`config.mk`:
```
export PLATFORM = sky130hd
export DESIGN_NAME = sdi_rate_hunt
export DESIGN_NICKNAME = d
export VERILOG_FILES = /design/src/rtl/sdi_rate_hunt.sv
export SDC_FILE = /design/constraint.sdc
export NUM_CORES = 1
export LEC_CHECK = 0
export BUFFER_PORTS_ARGS = -buffer_cell sky130_fd_sc_hd__buf_2
export CAP_MARGIN = 25
export CORE_MARGIN = 8
export CORE_UTILIZATION = 60
export CTS_BUF_LIST = sky130_fd_sc_hd__clkbuf_4 sky130_fd_sc_hd__clkbuf_8 sky130_fd_sc_hd__clkbuf_16
export DETAILED_ROUTE_END_ITERATION = 10
export GPL_TIMING_DRIVEN = 1
export MAX_ROUTING_LAYER = met4
export PLACE_DENSITY = 0.77
export SKIP_LAST_GASP = 1
export SLEW_MARGIN = 15
export SYNTH_ARGS = -nofsm -noshare
export SYNTH_HDL_FRONTEND = slang
export SYNTH_SLANG_ARGS = --single-unit
export TNS_END_PERCENT = 5
```
`constraint.sdc`:
```
create_clock -name clk -period 38.2 [get_ports clk]
set_input_delay 3.82 -clock clk [delete_from_list [all_inputs] [get_ports clk]]
set_output_delay 3.82 -clock clk [all_outputs]
set_load 0.02 [all_outputs]
```
`src/rtl/sdi_rate_hunt.sv`:
```
module sdi_rate_hunt #(
  parameter int CLK_HZ      = 148_500_000,
  parameter int TMO_CYC     = CLK_HZ / 10,
  parameter int RETRAIN_CYC = CLK_HZ / 100,
  parameter int RST_CYC     = 64,
  parameter int SETTLE_CYC  = 32,
  parameter int WORD_W      = 20,
  parameter int RUN_LIMIT   = 100
) (
  input  logic              clk,
  input  logic              rst_n,
  input  logic              pll_locked,
  input  logic              sig_valid,
  input  logic [WORD_W-1:0] rx_word,
  output logic              rx_reset,
  output logic              pll_track,
  output logic              rate_hd,
  output logic              link_up
);

  localparam int TW = $clog2(TMO_CYC + 1);
  localparam int DW = $clog2(RETRAIN_CYC + 1);
  localparam int CMAX = (RST_CYC > SETTLE_CYC) ? RST_CYC : SETTLE_CYC;
  localparam int CW = $clog2(CMAX + 1);
  localparam int NW = $clog2(RUN_LIMIT + 1);

  localparam logic [TW-1:0] TMO_LAST = TW'(TMO_CYC - 1);
  localparam logic [DW-1:0] DRY_LAST = DW'(RETRAIN_CYC - 1);
  localparam logic [CW-1:0] RST_LAST = CW'(RST_CYC - 1);
  localparam logic [CW-1:0] SET_LAST = CW'(SETTLE_CYC - 1);
  localparam logic [NW-1:0] RUN_MAX  = NW'(RUN_LIMIT);

  typedef enum logic [2:0] {ST_RST, ST_SETTLE, ST_TRAIN, ST_HUNT, ST_UP} st_t;

  st_t           st;
  logic [CW-1:0] cnt;
  logic [TW-1:0] att;
  logic [DW-1:0] dry;
  logic [NW-1:0] run_q, run_d;
  logic          bit_q, bit_d, run_hit;
  logic          hd_trk, trip;

  assign hd_trk    = rate_hd && (st == ST_HUNT || st == ST_UP);
  assign trip      = hd_trk && run_hit;
  assign rx_reset  = (st == ST_RST);
  assign link_up   = (st == ST_UP);
  assign pll_track = hd_trk;

  always_comb begin
    run_d   = run_q;
    bit_d   = bit_q;
    run_hit = 1'b0;
    for (int i = 0; i < WORD_W; i++) begin
      if (rx_word[i] == bit_d && run_d != '0) begin
        if (run_d != RUN_MAX) run_d = run_d + 1'b1;
      end else begin
        run_d = NW'(1);
      end
      bit_d = rx_word[i];
      if (run_d == RUN_MAX) run_hit = 1'b1;
    end
  end

  always_ff @(posedge clk or negedge rst_n) begin
    if (!rst_n) begin
      run_q <= '0;
      bit_q <= 1'b0;
    end else if (hd_trk) begin
      run_q <= run_d;
      bit_q <= bit_d;
    end else begin
      run_q <= '0;
    end
  end

  always_ff @(posedge clk or negedge rst_n) begin
    if (!rst_n) begin
      st      <= ST_RST;
      cnt     <= '0;
      att     <= '0;
      dry     <= '0;
      rate_hd <= 1'b1;
    end else begin
      case (st)
        ST_RST: begin
          if (cnt == RST_LAST) begin
            st  <= ST_SETTLE;
            cnt <= '0;
          end else begin
            cnt <= cnt + 1'b1;
          end
        end
        ST_SETTLE: begin
          if (cnt == SET_LAST) begin
            st  <= rate_hd ? ST_TRAIN : ST_HUNT;
            cnt <= '0;
            att <= '0;
            dry <= '0;
          end else begin
            cnt <= cnt + 1'b1;
          end
        end
        ST_TRAIN: begin
          att <= att + 1'b1;
          if (att == TMO_LAST) begin
            st      <= ST_RST;
            rate_hd <= ~rate_hd;
          end else if (pll_locked) begin
            st  <= ST_HUNT;
            dry <= '0;
          end
        end
        ST_HUNT: begin
          att <= att + 1'b1;
          dry <= dry + 1'b1;
          if (trip) begin
            st <= ST_RST;
          end else if (sig_valid) begin
            st <= ST_UP;
          end else if (att == TMO_LAST) begin
            st      <= ST_RST;
            rate_hd <= ~rate_hd;
          end else if (rate_hd && dry == DRY_LAST) begin
            st  <= ST_TRAIN;
            dry <= '0;
          end
        end
        ST_UP: begin
          if (trip || !sig_valid) begin
            st      <= ST_RST;
            rate_hd <= 1'b1;
          end
        end
        default: st <= ST_RST;
      endcase
    end
  end

endmodule

```
==> results of run 1 <==
[registers in the layout, indices dropped and copies added, names as in the netlist]
register  flops
st            3
dry          21
att          24
rate_hd       1
bit_q         1
cnt           7
run_q         7
[metrics by stage]
stage / hold slack, ns / area [um^2]
6_report: 0.4963 / 12600
4_1_cts: 0.4903 / 12590
3_3_place_gp: 0.4702 / 12310
3_5_place_dp: 0.4770 / 12310
5_1_grt: 0.5012 / 12600
2_1_floorplan: 0.4450 / 12060
[cell families after synthesis]
group,count (synthesis),synth area share [%]
simple gates,769,34.38
compound gates,533,34.66
buf+inv,113,3.953
xor+xnor,112,8.322
flops,64,13.29
mux,33,2.905
fa+ha+maj,24,2.490
[critical path, delay by kind of cell]
family | cells | cell delay [ns]
xor gates and xnor gates | 1 | 0.26
muxes | 4 | 2.21
adders and majority gates | 9 | 3.16
AOI/OAI and AO/OA | 32 | 8.48
and+or+nand+nor | 29 | 7.81
buffers and inverters | 12 | 2.10
[cell usage after synthesis, types with 7 or more instances]
cell,instances
nor2_1,171
nand2_1,156
a21oi_1,84
nand3_1,71
dfrtp_1,63
o21ai_0,60
xor2_1,58
nor3_1,52
xnor2_1,51
clkbuf_1,42
inv_1,41
and3_1,40
nand4_1,40
a31oi_1,38
nor4_1,37
and2_1,32
o211ai_1,27
a211oi_1,25
o21ai_1,25
or3_1,25
ha_1,24
a21o_1,23
o31ai_1,20
mux2i_1,19
buf_2,17
o21a_1,17
nor2b_1,16
o2111ai_1,16
or2_2,14
and4_1,13
nand2b_1,13
mux2_2,11
nor4b_1,11
or2_1,11
a311oi_1,10
o211a_1,9
o31a_1,9
or4_1,9
nand4b_1,8
nor3b_1,8
o22ai_1,7
[power breakdown]
group          internal [mW]  total (mW)  leakage [nW]  switching, mW
Combinational          0.100       0.303          3.49          0.203
Clock                 0.0444      0.0769         0.125         0.0325
Sequential            0.0678      0.0678         0.840              0
Total                  0.212       0.448          4.46          0.235
[how the worst max path moves through the flow]
stage                    start  endpoint
finish              rx_word[0]   dry[16]
global route        rx_word[0]    dry[8]
CTS                 rx_word[0]   dry[16]
detailed placement  rx_word[0]    dry[8]
global placement    rx_word[0]    dry[8]
floorplan           rx_word[0]   dry[16]
[area by class of cell]
cell class | count | area (um^2) | area share [%]
multi-input cells | 1471 | 9978 | 79.21
repair buffers | 40 | 232.7 | 1.847
diodes | 1 | 2.502 | 0.01986
inverters | 43 | 161.4 | 1.281
clock buffers | 9 | 225.2 | 1.788
well taps | 270 | 337.8 | 2.682
flip-flops and latches | 64 | 1603 | 12.72
clock inverters | 7 | 56.30 | 0.4470
[metal layers]
metal,up-vias,wire length (um),track usage (%)
met4,0,922,8.930
met3,92,2548,2.703
met5,-,0,-
li1,6370,-,-
met1,6247,16080,38.67
met2,619,15920,44.69
==> run metrics, run 1 <==
status finished clean; Synth area leaders dfrtp_1, nor2_1, nand2_1, xor2_1, xnor2_1; # Post-CTS Setup Buffers 0; Post-synth EDFFs 0; clock sink total 64; Ys Warns 0; reg-to-reg endpoint dry[16]; Worst path max stage delay 0.85 ns; first-pass GRT wire length 59.02 mm; CP startpoint kind input port; Max Fclk between 30 and 40 MHz; antenna viol nets, final 0; syn nets roughly 1,700; final period utilization 72.40%; DR vias 13,328; maxcap violations 0; Reg clk slew, reported paths 0.06 ns; static leakage power 4.458 nW; global route overflow 0; synthesized area 12,060 um^2; Vias/cell around 7.0; sequential share of the synthesized area 13.29%; final setup margin around 11 ns; Starting Density between 60% and 70%; GRT Overall Usage between 20% and 30%; final setup TNS 0 ns; # nets final approximately 1,700; main flop type after synthesis dfrtp_1; reg2reg setup slack 13.09 ns; syn_area_per_cell about 7.3 um^2; relative slew slack 33.99%; post-synth cell types about 130; post-CTS resize count 0; top-area cell type share of the netlist area between 10% and 20%; Final Util between 60% and 70%; Std-Cell Rows 52; Post-Synthesis Cells roughly 1,600; 1st-iter DRT viols approximately 1,500; Most common cell on crit path ha_1; critical path class input port to flop; Fillers ~1,800; Routed WL roughly 35 mm; synthesis-to-layout area growth 4.473%; leading area contributor after synthesis dfrtp_1; worst hold-check path type flop to flop; highest-count cells in the layout ignoring fill and taps nor2_1, nand2_1, a21oi_1; cell area power density 35.55 nW/um^2; CP max stage cell mux2i_1; Die ar. 24,890 um^2; layout cells sized above 1 10.16%; maximum resistive drop on vdd 0.03777 mV; DR pass1 iterations 6; cts bufs inserted 9; Residual DRC 0; post-route insts no fill 1,905; final setup fails 0; worst reg2reg path startpoint run_q[0]; clk_skew 0.004533 ns; WP data required between 30 and 40 ns; CTS Root Cell clkbuf_16; quantity of I/O buffers inserted on ports 27; total power approximately 0.45 mW; Worst Path Max Fanout 27; worst skew pair latency 0.33 ns; die height ~160 um; pre-CTS setup slack between 10 and 15 ns; CP arrival 27.91 ns; Hold Crit Start att[22]; minimum clock period between 20 and 30 ns; most common cell after layout, fill and taps aside nor2_1; hold path endpoint att[22]; Post-synth ARST share 100.0%; gpl congestion approximately 1.1; Reg2Reg Depth just under 90; drt wl/cell between 15 and 20 um; die width 157.8 um; worst slew pin tran slightly below 1 ns; critical path capture point type flop; DP Wirelength about 27 mm; vias in the first global route approximately 12,000; CTS tree yes; Final Max Slew Viols 0; H-tree depth 3; DP Cell Count 1,888; #FFs+latches synth between 60 and 70; pin count of the biggest net entering global routing 65; RSZ-0062 raised after global routing no; Final Hold Fails 0; Worst Hold Depth 1; # IOs 28; initial antenna violation count 1; Longest Clk Path Bufs 2; core area approximately 20,000 um^2; hold_buf cts 0
No activity file was read; power rests on OpenSTA's default activity.
==> run 2, diff against run 1 <==
==> constraint.sdc (replaced) <==
create_clock -name clk -period 26.3 [get_ports clk]
set_input_delay 2.63 -clock clk [delete_from_list [all_inputs] [get_ports clk]]
set_output_delay 2.63 -clock clk [all_outputs]
set_load 0.02 [all_outputs]
==> run 2 against run 1 <==
Worst hold slack got worse by 0.016 ns. Clock skew increased by 0.0061 ns. Wire length increased by 2.6%. Global-route usage increased by 0.39 points. Setup slack got worse by 9.1 ns. Critical path depth unchanged. Core utilization increased by 1.4 points. Sequential cell count unchanged. Sequential share of layout area decreased by 0.28 points. Clock power increased by 72%. Via count increased by 1.4%. Sequential power increased by 45%. Largest cell class unchanged.
==> run metrics, run 2 (synthesis results as in run 1) <==
status finished clean; worst hold-check path type flop to flop; Reg2Reg Depth 88 (unchanged); Routed WL 36.39 mm (+2.6%); final period utilization 94.59%; Crit. Startpoint rx_word[0]; die width 157.8 um (unchanged); clock sink total 64 (unchanged); Final Hold Fails 0 (unchanged); CTS tree yes; most common cell after layout, fill and taps aside nor2_1; CP max stage cell or4_1; relative slew slack 39.09% (+5.1 points); cts bufs inserted 9 (unchanged); Starting Density 60.37% (unchanged); Std-Cell Rows 52 (unchanged); maxcap violations 0 (unchanged); cell area power density 53.28 nW/um^2 (+50%); hold_buf cts 0 (unchanged); CP arrival 25.14 ns (-2.77 ns); Hold Crit Start att[22]; global route overflow 0 (unchanged); Regs by FF count att x24, dry x21; fin area 12,880 um^2 (+2.2%); maximum resistive drop on vdd 0.05464 mV (+45%); first-pass GRT wire length 59.32 mm (+0.50%); die height 157.8 um (unchanged); hold path endpoint att[22]; drt wl/cell 19.00 um (+2.1%); worst reg2reg path startpoint run_q[0]; # IOs 28 (unchanged); most flop-heavy register att; worst skew pair latency 0.34 ns (about the same); gpl congestion 1.056 (-0.45%); antenna viol nets, final 0 (unchanged); CTS Root Cell clkbuf_16; Vias/cell 7.055 (+0.84%); Longest Clk Path Bufs 2 (unchanged); Final Max Slew Viols 0 (unchanged); GRT Overall Usage 29.06% (+0.39 points); initial antenna violation count 2 (+1); max reg flops 24 (unchanged); Reg clk slew, reported paths 0.06 ns (about the same); Max Fclk 40.20 MHz; critical path capture point type flop; Area after DPL 12,320 um^2 (about the same); Fillers 1,814 (-0.71%); Die ar. 24,890 um^2 (unchanged); Worst path max stage delay 0.66 ns (-0.19 ns); worst slew pin tran 0.9059 ns (-0.05665 ns); layout cells sized above 1 11.99% (+1.8 points); DR pass1 iterations 8 (+2); clk_skew 0.01068 ns (+0.006145 ns); Most common cell on crit path inv_1; RSZ-0062 raised after global routing yes; reg-to-reg endpoint dry[14]; minimum clock period 24.88 ns; static leakage power 4.550 nW (+2.1%); Residual DRC 0 (unchanged); Worst Hold Depth 1 (unchanged); reg2reg setup slack 2.85 ns (-10.24 ns); total power 0.6862 mW (+53%); synthesis-to-layout area growth 6.807%; Worst Path Max Fanout 14 (-48%); # nets final 1,686 (+0.54%); CP startpoint kind input port; vias in the first global route 12,132 (+0.41%); quantity of I/O buffers inserted on ports 27 (unchanged); WP data required 26.57 ns (-11.88 ns); highest-count cells in the layout ignoring fill and taps nor2_1, nand2_1, a21oi_1; critical path class input port to flop; final setup fails 0 (unchanged); core area 19,970 um^2 (unchanged); DP Wirelength 27.80 mm (+1.7%); 1st-iter DRT viols 1,350 (-10%); H-tree depth 3 (unchanged); final setup TNS 0 ns (unchanged); DR vias 13,510 (+1.4%); pin count of the biggest net entering global routing 65 (unchanged)
## run 2: cell count changes in the layout (fill, tap and decap cells not counted), sizes merged
cell	previous run	this run
a21oi	89	90
buf	40	48
bufinv	0	2
clkinv	1	2
clkinvlp	4	1
diode	1	2
## run 2: worst max-delay path by stage
stage          endpoint  slack, ns  cells after the start
2_1_floorplan   dry[16]       4.08                     91
3_3_place_gp     dry[8]       0.18                     88
3_5_place_dp     dry[8]       0.01                     88
4_1_cts          dry[8]       0.27                     88
5_1_grt         dry[14]      -0.04                     89
6_report        dry[14]       1.42                     87
## run 2: stage by stage
stage | worst slack [ns] | cells | hold slack (ns) | util, %
finish | 1.422 | 1915 | 0.4807 | 64.48
detailed placement | 0.01231 | 1889 | 0.4636 | 61.68
floorplan | 4.078 | 1648 | 0.4450 | -
global placement | 0.1791 | 1889 | 0.4667 | 61.68
global route | -0.03545 | 1915 | 0.5037 | 64.48
CTS | 0.2729 | 1905 | 0.4781 | 63.32
## run 2: what timing repair did
item                                    4_1_cts  5_1_grt
resized for setup                             0       30
endpoints found under the setup margin        0       30
endpoints found under the hold margin         0        0
setup buffers                                 0        7
## run 2: worst max-delay path: cells and delay by family
kind                     cells  cell delay [ns]
adder cells (fa/ha/maj)      9             2.83
XOR/XNOR                     3             0.62
buffers and inverters       13             1.95
AND/OR/NAND/NOR             28             7.76
AO/OA/AOI/OAI               30             7.63
multiplexers                 4             1.71
## run 2: layer usage
layer	share of wire, %	up-vias	GRT usage (%)
li1	-	6401	-
met1	44	6339	39.06
met2	45	669	43.72
met3	8.2	101	4.013
met4	2.9	0	10.79
met5	0	-	-
## run 2: power by group
group | internal [mW] | switching, mW | total (mW)
Combinational | 0.149 | 0.306 | 0.455
Clock | 0.0839 | 0.0485 | 0.132
Sequential | 0.0985 | 0 | 0.0985
## run 2: area by class of cell
cell class / count / area (um^2) / share of cell area, %
Clock buffer: 9 / 225.2 / 1.749
Timing Repair Buffer: 48 / 305.3 / 2.371
Tap cell: 270 / 337.8 / 2.623
Multi-Input combinational cell: 1472 / 10140 / 78.72
Sequential cell: 64 / 1603 / 12.45
Clock inverter: 7 / 102.6 / 0.7967
Inverter: 43 / 161.4 / 1.253
Antenna cell: 2 / 5.005 / 0.03886
